File: config.mk
export PLATFORM = sky130hd
export DESIGN_NAME = clkctl_smbus_slave
export DESIGN_NICKNAME = d
export VERILOG_FILES = /design/src/rtl/clkctl_pkg.sv /design/src/rtl/smb_sync.sv /design/src/rtl/smb_engine.sv /design/src/rtl/clkctl_regs.sv /design/src/rtl/clkctl_smbus_slave.sv
export SDC_FILE = /design/constraint.sdc
export NUM_CORES = 1
export LEC_CHECK = 0
export BUFFER_PORTS_ARGS = -buffer_cell sky130_fd_sc_hd__buf_2
export CAP_MARGIN = 20
export CELL_PAD_IN_SITES_DETAIL_PLACEMENT = 1
export CELL_PAD_IN_SITES_GLOBAL_PLACEMENT = 1
export CORE_ASPECT_RATIO = 0.75
export CORE_MARGIN = 1
export CORE_UTILIZATION = 48
export CTS_BUF_LIST = sky130_fd_sc_hd__clkbuf_4
export DETAILED_ROUTE_END_ITERATION = 8
export MAX_ROUTING_LAYER = met4
export PLACE_DENSITY = 0.93
export SLEW_MARGIN = 20
export SYNTH_ARGS = -nofsm -noshare
export SYNTH_HDL_FRONTEND = slang
export SYNTH_SLANG_ARGS = --single-unit
File: constraint.sdc
create_clock -name clk_i -period 2.53 [get_ports clk_i]
set_input_delay 0.253 -clock clk_i [delete_from_list [all_inputs] [get_ports clk_i]]
set_output_delay 0.253 -clock clk_i [all_outputs]
set_load 0.1 [all_outputs]
File: src/rtl/clkctl_pkg.sv
package clkctl_pkg;
  localparam int NUM_REGS  = 8;
  localparam int STRAP_REG = 6;
  localparam int ID_REG    = 7;
  localparam int STRAP_W   = 3;
  localparam logic [7:0] ID_BYTE = 8'h28;

  typedef enum logic [2:0] {
    ST_IDLE, ST_RX, ST_RX_END, ST_ACK, ST_TX, ST_TX_ACK, ST_TX_NEXT
  } smb_state_e;

  typedef enum logic [1:0] {
    PH_ADDR, PH_CMD, PH_COUNT, PH_WDATA
  } smb_phase_e;

  // writable bits per offset
  function automatic logic [7:0] reg_wmask(int idx);
    case (idx)
      1:       return 8'hF7;
      6:       return 8'hF8;
      7:       return 8'h00;
      default: return 8'hFF;
    endcase
  endfunction

  function automatic logic [7:0] reg_rstval(int idx);
    case (idx)
      0:       return 8'hFF;
      1:       return 8'hF6;
      2:       return 8'hFF;
      4:       return 8'h07;
      6:       return 8'h18;
      default: return 8'h00;
    endcase
  endfunction
endpackage

File: src/rtl/smb_sync.sv
module smb_sync #(
  parameter int STAGES = 2
) (
  input  logic clk_i,
  input  logic rst_ni,
  input  logic scl_i,
  input  logic sda_i,
  output logic scl_o,
  output logic sda_o,
  output logic scl_rise_o,
  output logic scl_fall_o,
  output logic start_o,
  output logic stop_o
);
  logic [STAGES-1:0] scl_q, sda_q;
  logic scl_d, sda_d;

  always_ff @(posedge clk_i or negedge rst_ni) begin
    if (!rst_ni) begin
      scl_q <= '1;
      sda_q <= '1;
      scl_d <= 1'b1;
      sda_d <= 1'b1;
    end else begin
      scl_q <= {scl_q[STAGES-2:0], scl_i};
      sda_q <= {sda_q[STAGES-2:0], sda_i};
      scl_d <= scl_q[STAGES-1];
      sda_d <= sda_q[STAGES-1];
    end
  end

  assign scl_o      = scl_q[STAGES-1];
  assign sda_o      = sda_q[STAGES-1];
  assign scl_rise_o = scl_o & ~scl_d;
  assign scl_fall_o = ~scl_o & scl_d;
  assign start_o    = scl_o & scl_d & sda_d & ~sda_o;
  assign stop_o     = scl_o & scl_d & ~sda_d & sda_o;
endmodule

File: src/rtl/smb_engine.sv
module smb_engine
  import clkctl_pkg::*;
#(
  parameter logic [6:0] SLV_ADDR  = 7'h69,
  parameter logic [7:0] BLK_COUNT = 8'(NUM_REGS)
) (
  input  logic       clk_i,
  input  logic       rst_ni,
  input  logic       scl_s_i,
  input  logic       sda_s_i,
  input  logic       scl_rise_i,
  input  logic       scl_fall_i,
  input  logic       start_i,
  input  logic       stop_i,
  input  logic [7:0] rd_data_i,
  output logic [6:0] ptr_o,
  output logic       wr_en_o,
  output logic [7:0] wr_data_o,
  output logic       sda_oe_o
);
  localparam logic [6:0] PTR_MAX = '1;

  smb_state_e state_q;
  smb_phase_e phase_q;
  logic [2:0] bit_cnt_q;
  logic [7:0] shreg_q, tx_q;
  logic [6:0] ptr_q;
  logic       is_read_q, cnt_pend_q, sda_oe_q;
  logic       ev_ok;
  logic [7:0] tx_byte;

  assign ev_ok     = !start_i && !stop_i;
  assign tx_byte   = cnt_pend_q ? BLK_COUNT : rd_data_i;
  assign wr_en_o   = (state_q == ST_RX_END) && scl_fall_i && ev_ok && (phase_q == PH_WDATA);
  assign wr_data_o = shreg_q;
  assign ptr_o     = ptr_q;
  assign sda_oe_o  = sda_oe_q;

  always_ff @(posedge clk_i or negedge rst_ni) begin
    if (!rst_ni) begin
      state_q    <= ST_IDLE;
      phase_q    <= PH_ADDR;
      bit_cnt_q  <= '0;
      shreg_q    <= '0;
      tx_q       <= '0;
      ptr_q      <= '0;
      is_read_q  <= 1'b0;
      cnt_pend_q <= 1'b0;
      sda_oe_q   <= 1'b0;
    end else if (start_i) begin
      state_q   <= ST_RX;
      phase_q   <= PH_ADDR;
      bit_cnt_q <= '0;
      sda_oe_q  <= 1'b0;
    end else if (stop_i) begin
      state_q  <= ST_IDLE;
      sda_oe_q <= 1'b0;
    end else begin
      case (state_q)
        ST_RX: if (scl_rise_i) begin
          shreg_q   <= {shreg_q[6:0], sda_s_i};
          bit_cnt_q <= bit_cnt_q + 3'd1;
          if (bit_cnt_q == 3'd7) state_q <= ST_RX_END;
        end
        ST_RX_END: if (scl_fall_i) begin
          state_q   <= ST_ACK;
          sda_oe_q  <= 1'b1;
          bit_cnt_q <= '0;
          case (phase_q)
            PH_ADDR: begin
              if (shreg_q[7:1] == SLV_ADDR) begin
                is_read_q <= shreg_q[0];
                phase_q   <= PH_CMD;
              end else begin
                state_q  <= ST_IDLE;
                sda_oe_q <= 1'b0;
              end
            end
            PH_CMD: begin
              cnt_pend_q <= ~shreg_q[7];
              ptr_q      <= shreg_q[7] ? shreg_q[6:0] : 7'd0;
              phase_q    <= shreg_q[7] ? PH_WDATA : PH_COUNT;
            end
            PH_COUNT: phase_q <= PH_WDATA;
            default:  if (ptr_q != PTR_MAX) ptr_q <= ptr_q + 7'd1;
          endcase
        end
        ST_ACK: if (scl_fall_i) begin
          if (is_read_q) begin
            tx_q      <= tx_byte;
            sda_oe_q  <= ~tx_byte[7];
            bit_cnt_q <= '0;
            state_q   <= ST_TX;
            if (cnt_pend_q) cnt_pend_q <= 1'b0;
            else if (ptr_q != PTR_MAX) ptr_q <= ptr_q + 7'd1;
          end else begin
            sda_oe_q <= 1'b0;
            state_q  <= ST_RX;
          end
        end
        ST_TX: if (scl_fall_i) begin
          if (bit_cnt_q == 3'd7) begin
            sda_oe_q <= 1'b0;
            state_q  <= ST_TX_ACK;
          end else begin
            sda_oe_q  <= ~tx_q[6];
            tx_q      <= {tx_q[6:0], 1'b0};
            bit_cnt_q <= bit_cnt_q + 3'd1;
          end
        end
        ST_TX_ACK: if (scl_rise_i) state_q <= sda_s_i ? ST_IDLE : ST_TX_NEXT;
        ST_TX_NEXT: if (scl_fall_i) begin
          tx_q      <= tx_byte;
          sda_oe_q  <= ~tx_byte[7];
          bit_cnt_q <= '0;
          state_q   <= ST_TX;
          if (cnt_pend_q) cnt_pend_q <= 1'b0;
          else if (ptr_q != PTR_MAX) ptr_q <= ptr_q + 7'd1;
        end
        default: ;
      endcase
    end
  end

  a_r10_drive_scl_low: assert property (@(posedge clk_i) disable iff (!rst_ni)
    (sda_oe_q != $past(sda_oe_q)) && !$past(start_i || stop_i) |-> !$past(scl_s_i));

  a_r2_idle_released: assert property (@(posedge clk_i) disable iff (!rst_ni)
    (state_q == ST_IDLE) |-> !sda_oe_q);

  a_r5_block_from_zero: assert property (@(posedge clk_i) disable iff (!rst_ni)
    (state_q == ST_RX_END) && scl_fall_i && ev_ok && (phase_q == PH_CMD) && !shreg_q[7]
    |=> (ptr_q == 7'd0));

  a_r4_tx_bit_held: assert property (@(posedge clk_i) disable iff (!rst_ni)
    (state_q == ST_TX) && scl_s_i && $past(scl_s_i) |-> $stable(sda_oe_q));

  a_r9_stop_aborts: assert property (@(posedge clk_i) disable iff (!rst_ni)
    stop_i |=> (state_q == ST_IDLE) && !sda_oe_q);
endmodule

File: src/rtl/clkctl_regs.sv
module clkctl_regs
  import clkctl_pkg::*;
(
  input  logic                  clk_i,
  input  logic                  rst_ni,
  input  logic [STRAP_W-1:0]    strap_i,
  input  logic                  wr_en_i,
  input  logic [6:0]            wr_addr_i,
  input  logic [7:0]            wr_data_i,
  input  logic [6:0]            rd_addr_i,
  output logic [7:0]            rd_data_o,
  output logic [NUM_REGS*8-1:0] regs_o
);
  localparam int AW = $clog2(NUM_REGS);

  logic [STRAP_W-1:0] strap_q;
  logic               strap_vld_q;
  logic [7:0]         stored [NUM_REGS];
  logic [7:0]         rd_vec [NUM_REGS];

  always_ff @(posedge clk_i or negedge rst_ni) begin
    if (!rst_ni) begin
      strap_q     <= '0;
      strap_vld_q <= 1'b0;
    end else if (!strap_vld_q) begin
      strap_q     <= strap_i;
      strap_vld_q <= 1'b1;
    end
  end

  for (genvar g = 0; g < NUM_REGS; g++) begin : g_reg
    if (reg_wmask(g) != 8'h00) begin : g_rw
      localparam logic [7:0] WM = reg_wmask(g);
      localparam logic [7:0] RV = reg_rstval(g) & WM;
      logic [7:0] q;
      always_ff @(posedge clk_i or negedge rst_ni) begin
        if (!rst_ni) q <= RV;
        else if (wr_en_i && (wr_addr_i == 7'(g))) q <= (q & ~WM) | (wr_data_i & WM);
      end
      assign stored[g] = q;
    end else begin : g_ro
      assign stored[g] = 8'h00;
    end

    if (g == STRAP_REG) begin : g_strap
      assign rd_vec[g] = stored[g] | {{(8-STRAP_W){1'b0}}, strap_q};
    end else if (g == ID_REG) begin : g_id
      assign rd_vec[g] = stored[g] | ID_BYTE;
    end else begin : g_plain
      assign rd_vec[g] = stored[g];
    end

    assign regs_o[g*8 +: 8] = rd_vec[g];
  end

  assign rd_data_o = (rd_addr_i < 7'(NUM_REGS)) ? rd_vec[rd_addr_i[AW-1:0]] : 8'h00;

  a_r3_write_lands: assert property (@(posedge clk_i) disable iff (!rst_ni)
    wr_en_i && (wr_addr_i < 7'(STRAP_REG))
    |=> regs_o[{$past(wr_addr_i[AW-1:0]), 3'b000} +: 8]
        == ($past(wr_data_i) & reg_wmask(int'($past(wr_addr_i)))));

  a_r8_strap_held: assert property (@(posedge clk_i) disable iff (!rst_ni)
    strap_vld_q |=> $stable(strap_q));
endmodule

File: src/rtl/clkctl_smbus_slave.sv
module clkctl_smbus_slave
  import clkctl_pkg::*;
#(
  parameter int         SYNC_STAGES = 2,
  parameter logic [6:0] SLV_ADDR    = 7'h69
) (
  input  logic                  clk_i,
  input  logic                  rst_ni,
  input  logic                  scl_i,
  input  logic                  sda_i,
  output logic                  sda_oe_o,
  input  logic [STRAP_W-1:0]    strap_i,
  output logic [NUM_REGS*8-1:0] regs_o
);
  logic scl_s, sda_s, scl_rise, scl_fall, start, stop;
  logic [6:0] ptr;
  logic       wr_en;
  logic [7:0] wr_data, rd_data;

  smb_sync #(.STAGES(SYNC_STAGES)) u_sync (
    .clk_i      (clk_i),
    .rst_ni     (rst_ni),
    .scl_i      (scl_i),
    .sda_i      (sda_i),
    .scl_o      (scl_s),
    .sda_o      (sda_s),
    .scl_rise_o (scl_rise),
    .scl_fall_o (scl_fall),
    .start_o    (start),
    .stop_o     (stop)
  );

  smb_engine #(.SLV_ADDR(SLV_ADDR), .BLK_COUNT(8'(NUM_REGS))) u_engine (
    .clk_i      (clk_i),
    .rst_ni     (rst_ni),
    .scl_s_i    (scl_s),
    .sda_s_i    (sda_s),
    .scl_rise_i (scl_rise),
    .scl_fall_i (scl_fall),
    .start_i    (start),
    .stop_i     (stop),
    .rd_data_i  (rd_data),
    .ptr_o      (ptr),
    .wr_en_o    (wr_en),
    .wr_data_o  (wr_data),
    .sda_oe_o   (sda_oe_o)
  );

  clkctl_regs u_regs (
    .clk_i     (clk_i),
    .rst_ni    (rst_ni),
    .strap_i   (strap_i),
    .wr_en_i   (wr_en),
    .wr_addr_i (ptr),
    .wr_data_i (wr_data),
    .rd_addr_i (ptr),
    .rd_data_o (rd_data),
    .regs_o    (regs_o)
  );
endmodule

After elaboration in Yosys (flattened, before gate mapping)
Index checks and enable logic that the tools add are counted.
{"block": "word_totals", "n_memories": 0, "regBits": 99, "inputBits": 7, "ram_bits": 0, "romBits": 0, "latchBits": 0, "output_inout_bits": 65, "word_cells": 190}
{"block": "op_classes", "addsub": 2, "shift": 0, "multipliers": 0, "n_bitwise": 20, "eq_ne": 42, "n_div": 0, "n_reduce_logical": 34, "magnitude_cmp": 2, "muxes": 68}
{"operator": "7-bit two-way mux", "n": 12}
{"operator": "3-bit two-way mux", "n": 21}
{"operator": "7-bit one-hot mux with 3 select lines", "n": 2}
{"operator": "8-bit two-way mux", "n": 4}
{"operator": "8-bit AND reduction", "n": 4}
{"operator": "8-bit binary-select mux with 3-bit select", "n": 1}
{"operator": "4-bit by 1-bit != test with 1-bit output (second input constant)", "n": 6}
{"operator": "7-bit by 3-bit equality test with 1-bit output (second input constant)", "n": 3}
{"operator": "3-bit one-hot mux with 6 select lines", "n": 1}
{"operator": "1-bit two-way mux", "n": 16}
{"operator": "3-bit by 1-bit != test with 1-bit output (second input constant)", "n": 5}
{"operator": "7-bit by 2-bit equality test with 1-bit output (second input constant)", "n": 2}
{"operator": "7-bit one-hot mux with 2 select lines", "n": 1}
{"operator": "3-bit equality test (second input constant)", "n": 4}
{"operator": "2-bit two-way mux", "n": 6}
{"operator": "2-bit by 1-bit != test with 1-bit output (second input constant)", "n": 6}
{"operator": "3-bit one-hot mux with 4 select lines", "n": 1}
{"operator": "1-bit logical AND", "n": 11}
{"operator": "5-bit AND reduction", "n": 2}
{"operator": "1-bit NOT", "n": 9}
{"operator": "9-bit AND reduction", "n": 1}
{"operator": "4-bit by 2-bit != test with 1-bit output (second input constant)", "n": 2}
{"operator": "3-bit by 8-bit bitwise OR with 8-bit output", "n": 1}
{"operator": "4-bit by 8-bit bitwise OR with 8-bit output", "n": 1}
{"operator": "31 further kinds", "n": 46}

Depth between registers and ports, before layout
{"block": "depth", "word_depth": 12, "depth_mapped": 8, "depth_no_buf": 6}

Hierarchy
From an unflattened synthesis, not the netlist that was laid out.
{"block": "unflattened", "hier_cells": 432, "area_unflattened_um2": 5136.2}
{"mod": "clkctl_regs", "cells_per_inst": 193, "seq_area_each_um2": 1435.1, "instances": 1, "area_per_inst_um2": 2771.4}
{"mod": "smb_engine", "cells_per_inst": 229, "seq_area_each_um2": 825.8, "instances": 1, "area_per_inst_um2": 2174.6}
{"mod": "smb_sync", "cells_per_inst": 10, "seq_area_each_um2": 157.7, "instances": 1, "area_per_inst_um2": 190.2}

Worst setup path after synthesis
No wires, ideal clock.
{"block": "synth_path", "kind": "register to register", "startpoint": "reg u_engine.bit_cnt_q[0]", "endpoint": "reg u_engine.tx_q[0]", "path_slack_ps": 533, "stages_incl_launch_ff": 8, "n_path_buf": 1, "arrival_time_ps": 1905, "setup_ps": 92, "synth_period_minus_slack_ps": 1997, "path_cell_list": "dfrtp_1 ha_1 ha_1 or2b_1 a32oi_4 or4_4 buf_6 o31ai_2"}
{"block": "synth_between", "elab_chain_len": 3}
{"item": "start, declared", "line": "smb_engine.sv:25", "source": "logic [2:0] bit_cnt_q;"}
{"item": "start signal, assigned", "line": "smb_engine.sv:62", "source": "bit_cnt_q <= bit_cnt_q + 3'd1;"}
{"item": "start signal, assigned", "line": "smb_engine.sv:108", "source": "bit_cnt_q <= bit_cnt_q + 3'd1;"}
{"item": "3-bit equality test", "line": "smb_engine.sv:102", "source": "if (bit_cnt_q == 3'd7) begin"}
{"item": "2-bit != test (no source line)"}
{"item": "8-bit AND reduction (no source line)"}
{"item": "end signal, assigned", "line": "smb_engine.sv:90", "source": "tx_q <= tx_byte;"}
{"item": "end signal, assigned", "line": "smb_engine.sv:107", "source": "tx_q <= {tx_q[6:0], 1'b0};"}
{"item": "end signal, assigned", "line": "smb_engine.sv:113", "source": "tx_q <= tx_byte;"}
{"item": "end, declared", "line": "smb_engine.sv:26", "source": "logic [7:0] shreg_q, tx_q;"}
No other way between the ends.
A chain may end at the register's enable or synchronous reset.

Final worst setup path
{"block": "layout_path", "startpoint": "reg u_engine.ptr_q[4], in the netlist u_engine.ptr_o[4]", "endpoint": "reg u_regs.g_reg[3].g_rw.q[7]"}
{"block": "layout_between", "elab_chain_len": 2}
{"item": "start, declared", "line": "smb_engine.sv:27", "source": "logic [6:0] ptr_q;"}
{"item": "start signal, assigned", "line": "smb_engine.sv:81", "source": "ptr_q <= shreg_q[7] ? shreg_q[6:0] : 7'd0;"}
{"item": "start signal, assigned", "line": "smb_engine.sv:85", "source": "default: if (ptr_q != PTR_MAX) ptr_q <= ptr_q + 7'd1;"}
{"item": "start signal, assigned", "line": "smb_engine.sv:95", "source": "else if (ptr_q != PTR_MAX) ptr_q <= ptr_q + 7'd1;"}
{"item": "7-bit by 2-bit equality test with 1-bit output", "line": "clkctl_regs.sv:38", "source": "else if (wr_en_i && (wr_addr_i == 7'(g))) q <= (q & ~WM) | (wr_data_i & WM);"}
{"item": "1-bit logical AND", "line": "clkctl_regs.sv:38"}
{"item": "end signal, assigned", "line": "clkctl_regs.sv:38"}
{"item": "end, declared", "line": "clkctl_regs.sv:35", "source": "logic [7:0] q;"}
No other way between the ends.

==> flow_metrics.tcl <==
set metrics [dict create \
    slew_headroom_pct 50.3 \
    core_area_sq_mm 0.0103 \
    die_area_sq_mm 0.0110 \
    track_usage_pct 28.8 \
    vias_per_cell 6.18 \
    peakVddDrop_v 0.000408 \
    p_leak_nw 2.70 \
    firstDrtPassIters 5 \
    h-tree-depth 3 \
    gp_congestion 0.860 \
    synth.most_common_cell "dfrtp_1" \
    antenna_cells 0 \
    wl_per_cell_microns 23.6 \
    period_needed_ps 2380 \
    routed-via-count 3826 \
    cts_buffer_depth 2 \
    antenna_found_initial 0 \
    ant_nets 0 \
    die_h_microns 91.2 \
    powerDensity_mw_per_mm2 529 \
    cts_tree "yes" \
    r2r_setup_slack_ps 150 \
    post-route-period-util_pct 93.9 \
    grt_pass1_vias 4028 \
    rows 32 \
    maxCapViolations 0 \
    crit_path_max_incr_delay_ps 520 \
    synth-seq-area-share_pct 47.5 \
    hp-class "input pin to register" \
    critPathMaxFanout 9 \
    yosysWarnings 0 \
    crit_chain "nor4_4, and4_1, and3_1, mux2_1" \
    areaGrowthSynthToFinish_pct 10.6 \
    max_slew.worst_pin.slew_ps 746 \
    cp-end-kind "register" \
    max_freq_ghz 0.421 \
    numCtsBuffers 9 \
    port_buffers 62 \
    synth-edff-count 0 \
    synthCells 423 \
    die_w_microns 121 \
    synth_commonest_cells "62 x dfrtp_1, 39 x mux2_1, 33 x dfstp_2, 29 x mux2_2, 20 x nand2_1" \
    grt_pass1_wl_microns 23000 \
    ys.flop_type "dfrtp_1" \
    start_util_pct 49.5 \
    critical_path_class "register to register" \
    clkTransAtPathRegs_ps 140 \
    io_pins 72 \
    synthArstFlopShare_pct 100 \
    post_cts_resized 0 \
    hold_violations 0 \
    worstPathRequired_ps 2870 \
    routed_wl_microns 14600 \
    grt.overflow.total 0 \
    drc 0 \
    nNetsFinal 495 \
    clock_latency_ps 470 \
    synth_top_area_cell "dfrtp_1" \
    postSynthRegisterBits 95 \
    cts_sinks 95 \
    fin_setup_tns_ps 0 \
    synth.area.top_cells "dfrtp_1 30%, dfstp_2 17%, mux2_1 8.6%" \
    nFillCells 1078 \
    grt_max_degree 51 \
    syn_area_sq_mm 0.00509 \
    worstPathArrival_ps 2720 \
    pre_cts_slack_ps 206 \
    first_iter_violations 279 \
    crit_slowest_cell "and3_1" \
    drive_gt1_share_pct 36.2 \
    rsz0062_at_grt "false" \
    syn_avg_cell_area_sq_um 12.0 \
    status "complete, no violations" \
    cts-root-buf "clkbuf_4" \
    synth_top_area_share_pct 30.5 \
    worst_slack_ps 155 \
    synth_cell_type_count 73 \
    detailed_place_hpwl_microns 10800 \
    finalSetupViolations 0 \
    start_kind "register" \
    clock_skew_ps 20.6 \
    slew_violations 0 \
]
cells by family (layout without fill, tap and decap cells):
group	count (synthesis)	after routing	synth area share, %
buffers and inverters	56	108	6.12
DFF	95	95	47.5
adders and majority gates	10	10	2.46
muxes	83	83	19.7
other	2	10	0.147
AOI/OAI and AO/OA	88	88	12.9
xor gates and xnor gates	2	2	0.344
and+or+nand+nor	87	87	10.9
final timing paths:
path,from,to,depth (start not counted)
setup reg to reg,u_engine.ptr_o[4],u_regs.g_reg[3].g_rw.q[7],4
hold / removal,strap_i[2],u_regs.strap_q[2],2
min in group asynchronous,rst_ni,u_engine.bit_cnt_q[2],2
max in group asynchronous,rst_ni,u_regs.g_reg[1].g_rw.q[6],3
hold reg to reg,u_sync.sda_q[0],u_sync.sda_q[1],0
setup / recovery,u_engine.ptr_o[4],u_regs.g_reg[3].g_rw.q[7],4
layout by cell type, fill, tap and decap left out, drive strengths merged, types with 5 or more instances in the layout:
| master | count |
|---|---|
| nand3 | 11 |
| nor3b | 6 |
| dlygate4sd3 | 5 |
| buf | 75 |
| mux2i | 8 |
| dfrtp | 62 |
| and3 | 6 |
| a221oi | 6 |
| o21ai | 19 |
| mux2 | 68 |
| ha | 10 |
| mux4 | 7 |
| nand2 | 20 |
| o221ai | 6 |
| inv | 12 |
| conb | 10 |
| a211oi | 5 |
| dfstp | 33 |
| a21oi | 12 |
| nor2 | 9 |
| nor2b | 9 |
| a32oi | 5 |
| clkbuf | 11 |
metrics by stage:
step,hold WS [ps],std cells,util [%],power (mW),area [sq um]
floorplan,-42.6,431,-,2.02,5120
global placement,299,598,53.0,2.14,5450
detailed placement,304,598,53.0,2.17,5450
CTS,6.64,619,54.7,3.00,5630
global route,8.11,619,54.7,3.10,5630
finish,24.4,619,54.7,2.98,5630
layer usage:
| metal | wire, microns | track usage [%] | vias to the layer above |
|---|---|---|---|
| met3 | 823 | 7.04 | 24 |
| li1 | - | - | 1656 |
| met2 | 7090 | 44.6 | 139 |
| met4 | 308 | 8.95 | 0 |
| met5 | 0 | - | - |
| met1 | 6400 | 37.5 | 2007 |
sequential cells by signal (all words and copies together) (netlist names), 2 cells and up:
name                cells
u_engine.bit_cnt_q      3
u_engine.phase_q        2
u_engine.ptr_o          7
u_engine.state_q        3
u_engine.tx_q           7
u_engine.wr_data_o      8
u_regs.g.g_rw.q        52
u_regs.strap_q          3
u_sync.scl_q            2
u_sync.sda_q            2
timing repair:
action / in CTS / in global routing
buffers inserted: 0 / 0
hold endpoints to repair: 32 / 0
hold buffers: 5 / 0
critical path, delay by kind of cell (launching register included):
family	cells	cell delay, ps
DFF	1	510
and+or+nand+nor	3	1350
muxes	1	410
area by class of cell:
type,instances,area (sq um),area share (%)
flip-flops and latches,95,2420,42.9
multi-input cells,280,2390,42.5
repair buffers,80,473,8.40
well taps,136,170,3.02
clock buffers,11,82.6,1.47
clock inverters,5,50.0,0.888
inverters,12,45.0,0.800
power breakdown:
group          internal, mW  switching, mW
Clock                 0.317          0.510
Sequential             1.60          0.179
Combinational         0.116          0.256
Total                  2.04          0.946
Power figures use the tool's default switching activity.
